<file path="config.mk">
export PLATFORM = sky130hd
export DESIGN_NAME = tdw_walker
export DESIGN_NICKNAME = d
export VERILOG_FILES = /design/src/rtl/tdw_pkg.sv /design/src/rtl/tdw_blk_counter.sv /design/src/rtl/tdw_step.sv /design/src/rtl/tdw_walker.sv
export SDC_FILE = /design/constraint.sdc
export NUM_CORES = 1
export LEC_CHECK = 0
export BUFFER_PORTS_ARGS = -buffer_cell sky130_fd_sc_hd__clkbuf_2
export CAP_MARGIN = 20
export CORE_UTILIZATION = 54
export DETAILED_ROUTE_END_ITERATION = 8
export PLACE_DENSITY = 0.79
export SYNTH_ARGS = -nofsm -noshare
export SYNTH_HDL_FRONTEND = slang
export SYNTH_SLANG_ARGS = --single-unit
</file>
<file path="constraint.sdc">
create_clock -name clk -period 5 [get_ports clk]
set_input_delay 1.25 -clock clk [delete_from_list [all_inputs] [get_ports clk]]
set_output_delay 1.25 -clock clk [all_outputs]
set_load 0.1 [all_outputs]
</file>
<file path="src/rtl/tdw_pkg.sv">
package tdw_pkg;

    localparam int HDR_BYTES    = 8;   // header length in bytes, both modes
    localparam int TSIZE_W      = 10;  // width of the header size field
    localparam int TSIZE_OFFSET = 4;   // byte offset of the word carrying the size field

    typedef logic [TSIZE_W-1:0] tsize_t;
    typedef logic [TSIZE_W:0]   tspan_t;

    typedef enum logic [2:0] {
        ST_IDLE,
        ST_COUNT,
        ST_READ,
        ST_WAIT,
        ST_SHOW,
        ST_HOLD
    } walk_st_e;

    typedef struct packed {
        logic last;
        logic ovf;
        logic err;
    } step_flags_t;

    // payload length rounded up to a 4-byte multiple
    function automatic tspan_t pad_dword(tsize_t n);
        tspan_t w;
        w = {1'b0, n} + tspan_t'(3);
        return w & ~tspan_t'(3);
    endfunction

    // fixed-mode slot pitch: payload block plus header
    function automatic tspan_t fixed_stride(tsize_t blk);
        return {1'b0, blk} + tspan_t'(HDR_BYTES);
    endfunction

endpackage

</file>
<file path="src/rtl/tdw_blk_counter.sv">
module tdw_blk_counter
    import tdw_pkg::*;
#(
    parameter int AW         = 16,
    parameter int MAX_BLOCKS = 32,
    parameter int CW         = $clog2(MAX_BLOCKS + 1)
) (
    input  logic          clk,
    input  logic          rst,
    input  logic          load,
    input  logic [AW-1:0] len_i,
    input  tspan_t        stride_i,
    output logic [CW-1:0] count_o,
    output logic          busy_o
);

    logic [AW-1:0] rem_q;
    logic [CW-1:0] cnt_q;
    logic          busy_q;
    logic [AW-1:0] stride_w;

    assign stride_w = AW'(stride_i);

    // repeated subtraction, one slot per cycle, stops at the clamp
    always_ff @(posedge clk) begin
        if (rst) begin
            rem_q  <= '0;
            cnt_q  <= '0;
            busy_q <= 1'b0;
        end else if (load) begin
            rem_q  <= len_i;
            cnt_q  <= '0;
            busy_q <= 1'b1;
        end else if (busy_q) begin
            if (cnt_q < CW'(MAX_BLOCKS) && rem_q >= stride_w) begin
                rem_q <= rem_q - stride_w;
                cnt_q <= cnt_q + 1'b1;
            end else begin
                busy_q <= 1'b0;
            end
        end
    end

    assign count_o = cnt_q;
    assign busy_o  = busy_q;

endmodule

</file>
<file path="src/rtl/tdw_step.sv">
module tdw_step
    import tdw_pkg::*;
#(
    parameter int AW    = 16,
    parameter int CW    = 6,
    parameter int IDX_W = 14
) (
    input  logic [AW:0]      cur_i,
    input  logic [AW:0]      end_i,
    input  tsize_t           size_i,
    input  tsize_t           blk_i,
    input  logic             var_i,
    input  logic [IDX_W-1:0] idx_i,
    input  logic [CW-1:0]    count_i,
    output logic [AW:0]      nxt_o,
    output step_flags_t      flags_o
);

    localparam int XW = AW + 1;

    logic [XW-1:0]  pay_end;
    logic [IDX_W:0] idx_inc;
    logic [IDX_W:0] cnt_ext;

    always_comb begin
        pay_end = cur_i + XW'(HDR_BYTES) + XW'(size_i);
        if (var_i) begin
            nxt_o = cur_i + XW'(HDR_BYTES) + XW'(pad_dword(size_i));
        end else begin
            nxt_o = cur_i + XW'(fixed_stride(blk_i));
        end
        idx_inc = {1'b0, idx_i} + 1'b1;
        cnt_ext = (IDX_W + 1)'(count_i);

        flags_o.ovf = var_i && (pay_end > end_i);
        flags_o.err = !var_i && (size_i > blk_i);
        if (var_i) begin
            flags_o.last = flags_o.ovf || (nxt_o >= end_i);
        end else begin
            flags_o.last = idx_inc >= cnt_ext;
        end
    end

endmodule

</file>
<file path="src/rtl/tdw_walker.sv">
module tdw_walker
    import tdw_pkg::*;
#(
    parameter int AW         = 16,
    parameter int DW         = 32,
    parameter int MAX_BLOCKS = 32,
    localparam int CW        = $clog2(MAX_BLOCKS + 1),
    localparam int IDX_W     = AW - 2
) (
    input  logic             clk,
    input  logic             rst,
    input  logic [AW-1:0]    cfg_base,
    input  logic [AW-1:0]    cfg_len,
    input  logic [TSIZE_W-1:0] cfg_blk,
    input  logic             cfg_var,
    input  logic             start,
    input  logic             next,
    output logic             mem_rd_en,
    output logic [AW-1:0]    mem_rd_addr,
    input  logic [DW-1:0]    mem_rd_data,
    output logic             hdr_valid,
    output logic [AW-1:0]    hdr_addr,
    output logic [IDX_W-1:0] hdr_idx,
    output logic             hdr_err,
    output logic [CW-1:0]    blk_count,
    output logic             done,
    output logic             overflow
);

    walk_st_e         state_q;
    logic [AW:0]      cur_q;
    logic [AW:0]      end_q;
    tsize_t           blk_q;
    tsize_t           size_q;
    logic             var_q;
    logic [IDX_W-1:0] idx_q;
    logic             ovf_q;
    logic             done_q;

    logic [CW-1:0]    cnt_w;
    logic             cnt_busy;
    logic [AW:0]      nxt_w;
    step_flags_t      flags_w;
    logic             unused_hi;

    assign unused_hi = ^mem_rd_data[DW-1:TSIZE_W];

    tdw_blk_counter #(
        .AW         (AW),
        .MAX_BLOCKS (MAX_BLOCKS),
        .CW         (CW)
    ) u_cnt (
        .clk      (clk),
        .rst      (rst),
        .load     (start && !cfg_var),
        .len_i    (cfg_len),
        .stride_i (fixed_stride(blk_q)),
        .count_o  (cnt_w),
        .busy_o   (cnt_busy)
    );

    tdw_step #(
        .AW    (AW),
        .CW    (CW),
        .IDX_W (IDX_W)
    ) u_step (
        .cur_i   (cur_q),
        .end_i   (end_q),
        .size_i  (size_q),
        .blk_i   (blk_q),
        .var_i   (var_q),
        .idx_i   (idx_q),
        .count_i (cnt_w),
        .nxt_o   (nxt_w),
        .flags_o (flags_w)
    );

    always_ff @(posedge clk) begin
        if (rst) begin
            state_q <= ST_IDLE;
            cur_q   <= '0;
            end_q   <= '0;
            blk_q   <= '0;
            size_q  <= '0;
            var_q   <= 1'b0;
            idx_q   <= '0;
            ovf_q   <= 1'b0;
            done_q  <= 1'b0;
        end else if (start) begin
            // start outranks next and any walk in progress
            cur_q  <= {1'b0, cfg_base};
            end_q  <= {1'b0, cfg_base} + {1'b0, cfg_len};
            blk_q  <= cfg_blk;
            var_q  <= cfg_var;
            idx_q  <= '0;
            ovf_q  <= 1'b0;
            done_q <= 1'b0;
            if (!cfg_var) begin
                state_q <= ST_COUNT;
            end else if (cfg_len == '0) begin
                done_q  <= 1'b1;
                state_q <= ST_IDLE;
            end else begin
                state_q <= ST_READ;
            end
        end else begin
            case (state_q)
                ST_COUNT: begin
                    if (!cnt_busy) begin
                        if (cnt_w == '0) begin
                            done_q  <= 1'b1;
                            state_q <= ST_IDLE;
                        end else begin
                            state_q <= ST_READ;
                        end
                    end
                end
                ST_READ: state_q <= ST_WAIT;
                ST_WAIT: begin
                    size_q  <= mem_rd_data[TSIZE_W-1:0];
                    state_q <= ST_SHOW;
                end
                ST_SHOW: begin
                    if (flags_w.ovf) ovf_q <= 1'b1;
                    state_q <= ST_HOLD;
                end
                ST_HOLD: begin
                    if (next) begin
                        if (flags_w.last) begin
                            done_q  <= 1'b1;
                            state_q <= ST_IDLE;
                        end else begin
                            cur_q   <= nxt_w;
                            idx_q   <= idx_q + 1'b1;
                            state_q <= ST_READ;
                        end
                    end
                end
                default: state_q <= ST_IDLE;
            endcase
        end
    end

    assign mem_rd_en   = (state_q == ST_READ);
    assign mem_rd_addr = cur_q[AW-1:0] + AW'(TSIZE_OFFSET);
    assign hdr_valid   = (state_q == ST_SHOW);
    assign hdr_addr    = cur_q[AW-1:0];
    assign hdr_idx     = idx_q;
    assign hdr_err     = hdr_valid && flags_w.err;
    assign blk_count   = cnt_w;
    assign done        = done_q;
    assign overflow    = ovf_q || (hdr_valid && flags_w.ovf);

endmodule

</file>
==> flow_metrics.env <==
export IMPL_outcome="finished with violations"
export IMPL_violations="setup timing"
export IMPL_ctsHoldBuffers=0
export IMPL_seqPwrFrac=0.313
export IMPL_fmax_mhz=177.4
export IMPL_grt_pass1_vias=9500
export IMPL_min_period_ns=5.636
export IMPL_grt_use_total=0.3344
export IMPL_num_antenna_cells=0
export IMPL_overflow=0
export IMPL_netSwitchingPower_mw=1.138
export IMPL_cts_tree="built"
export IMPL_io_buffers=113
export IMPL_slew_headroom=0.3240
export IMPL_met2_length_mm=15.12
export IMPL_hold_path_class="reg2reg"
export IMPL_synth_top_flop_cell="dfxtp_1"
export IMPL_gp_congestion=0.9584
export IMPL_worst_pin_slew_ns=1.010
export IMPL_drt_total_wl_mm=31.77
export IMPL_coreArea_sq_um=16760
export IMPL_antenna_left=0
export IMPL_crit_required_ns=3.75
export IMPL_whs_ns=0.4839
export IMPL_rows=47
export IMPL_antenna_found_initial=0
export IMPL_wl_met3_mm=2.827
export IMPL_pre_cts_slack_ns=-0.3080
export IMPL_io_pins=136
export IMPL_power_leakage_nw=5.425
export IMPL_clkPwrFrac=0.274
export IMPL_drt_iter0_markers=891
export IMPL_reg2reg_slack_ns=-0.41
export IMPL_skew_ns=0.01088
export IMPL_worstHoldStart="end_q[9]"
export IMPL_reg2reg_depth=25
export IMPL_vias_per_cell=6.224
export IMPL_ys_warn_count=0
export IMPL_die_area_sq_um=17930
export IMPL_swShare=0.4051
export IMPL_final_cells=1642
export IMPL_holdPathEnd="end_q[9]"
export IMPL_layout_commonest_cell="nor2_1"
export IMPL_final_cell_mix="nor2_1, buf_4, clkbuf_2"
export IMPL_p_per_area_nw_per_um2=230.4
export IMPL_tns_ns=-10.59
export IMPL_wl_per_cell_um=19.35
export IMPL_postSynthCellCount=1210
export IMPL_top_layer_used="met4"
export IMPL_multiInputGateArea_sq_um=7538
export IMPL_root_buffer="clkbuf_16"
export IMPL_drt_pass1_iter_count=7
export IMPL_synthDistinctLibCells=79
export IMPL_fin_nets=1614
export IMPL_floorplan_die_width_um=133.9
export IMPL_syn_area_sq_um=9397
export IMPL_drc=0
export IMPL_p_int_mw=1.671
export IMPL_r2r_start="size_q[0]"
export IMPL_start_kind="flop"
export IMPL_final_area_sq_um=12190
export IMPL_power_frac_comb=0.413
export IMPL_syn_nets=1407
export IMPL_clkTransAtPathRegs_ns=0.08
export IMPL_dpl_hpwl_mm=21.86
export IMPL_synth_edff_count=0
export IMPL_rsz0062_at_grt="true"
export IMPL_crit_fanout=3
export IMPL_power_total_mw=2.809
export IMPL_syn2layout_area_growth_pct=29.75
export IMPL_cts_buffers_inserted=9
export IMPL_initial_core_util=0.5607
export IMPL_dp_cells=1587
export IMPL_ir_worst_vdd_mv=0.1930
export IMPL_drive_above_1_share=0.2869
export IMPL_vias=10220
export IMPL_htree_levels=3
export IMPL_hold_viol=0
export IMPL_synth_seq_cells=97
export IMPL_final_core_util=0.7274
export IMPL_max_cap_violations=0
export IMPL_r2r_end="cur_q[15]"
export IMPL_setup_viol=34
export IMPL_place_area_sq_um=10810
export IMPL_syn_mean_instance_area_sq_um=7.766
export IMPL_drt_met1_wl_mm=12.31
export IMPL_clock_path_buffers=2
export IMPL_synth_seq_area_share=0.2067
export IMPL_grt_start_max_net_pins=47
export IMPL_crit_type="reg2out"
export IMPL_fill_cells=1206
export IMPL_holdPathStages=2
export IMPL_min_period_over_period=1.127
export IMPL_grt_pass1_wl_mm=46.91
export IMPL_async_flop_share=0
export IMPL_clk_latency_ns=0.37
export IMPL_worstSetupEndpointType="output port"
export IMPL_die_h_um=133.9
export IMPL_cp_arrival_ns=4.39
export IMPL_fin_ws_ns=-0.6356
export IMPL_slew_viol_final=0
export IMPL_seq_area_sq_um=1966
export IMPL_cts_sinks=97
repair_timing:
| item | CTS | global route |
|---|---|---|
| setup endpoints to repair | 33 | 34 |
| gates cloned | 4 | 0 |
| gates resized for setup | 116 | 41 |
| pin swaps | 67 | 47 |
| setup buffers | 29 | 11 |
synth_stat cells (18+ instances only):
master,count,share of area
dfxtp_1,97,0.21
a211oi_1,34,0.027
nand3_1,39,0.021
clkbuf_1,31,0.012
inv_1,67,0.027
mux2i_1,29,0.031
nor3_1,34,0.018
o21a_1,18,0.014
a21o_1,21,0.017
nor2_1,145,0.058
xnor2_1,77,0.072
a21oi_1,62,0.033
buf_4,22,0.018
ha_1,113,0.15
xor2_1,22,0.021
or3_1,19,0.013
nand2_1,107,0.043
o21ai_0,43,0.023
registers in the layout, indices dropped and copies added, names as in the netlist:
register / flops
blk_q: 10
u_cnt.busy_o: 1
u_cnt.count_o: 6
hdr_idx: 14
var_q: 1
cur_q: 17
size_q: 10
u_cnt.rem_q: 16
end_q: 17
ovf_q: 1
done: 1
state_q: 3
area by class of cell:
cell class	instances	share of cell area
multi-input cells	979	0.6183
flip-flops and latches	97	0.1612
repair buffers	261	0.1508
well taps	220	0.02258
inverters	69	0.02124
clock buffers	9	0.01847
clock inverters	7	0.007389
critical path: stages (launching register included):
cell and delay, ns:
dfxtp_4 0.36, ha_4 0.17, fa_2 0.36, a21o_1 0.20
a21oi_2 0.14, nor2b_1 0.06, o21a_1 0.21, o211ai_1 0.28
a21oi_1 0.12, o21ai_1 0.22, xnor2_1 0.11, ha_1 0.36
a21o_1 0.19, a21o_1 0.17, a221o_1 0.37, o31a_1 0.28
a21o_2 0.24, buf_12 0.17
how the worst max path moves through the flow:
| stage | depth (start not counted) | startpoint | slack [ns] | end |
|---|---|---|---|---|
| 6_report | 17 | size_q[0] | -0.64 | overflow |
| 5_1_grt | 17 | size_q[0] | -0.73 | overflow |
| 4_1_cts | 17 | cur_q[4] | -0.51 | overflow |
| 3_5_place_dp | 24 | size_q[0] | -0.31 | cur_q[15] |
| 3_3_place_gp | 17 | size_q[0] | -0.21 | overflow |
| 2_1_floorplan | 16 | cur_q[4] | 0.002 | overflow |
kinds of logic after synthesis:
kind of cell | synth area share
mux | 0.03688
compound gates | 0.2190
flops | 0.2067
xor+xnor | 0.09228
buf+inv | 0.06511
fa+ha+maj | 0.1611
simple gates | 0.2189
layer usage:
| layer | global-route usage | vias to the layer above |
|---|---|---|
| met4 | 0.1641 | 0 |
| met5 | 0 | - |
| met2 | 0.5682 | 537 |
| met3 | 0.06916 | 127 |
| met1 | 0.4000 | 4799 |
| li1 | - | 4756 |
power groups by stage:
stage | clock network, mW | logic, mW | registers, mW
after floorplan | 0 | 0.782 | 0.897
after global placement | 0 | 1.00 | 0.891
after detailed placement | 0 | 1.03 | 0.893
after CTS | 0.768 | 1.09 | 0.876
after global routing | 0.794 | 1.25 | 0.885
final | 0.769 | 1.16 | 0.879
No activity file was read; power rests on OpenSTA's default activity.
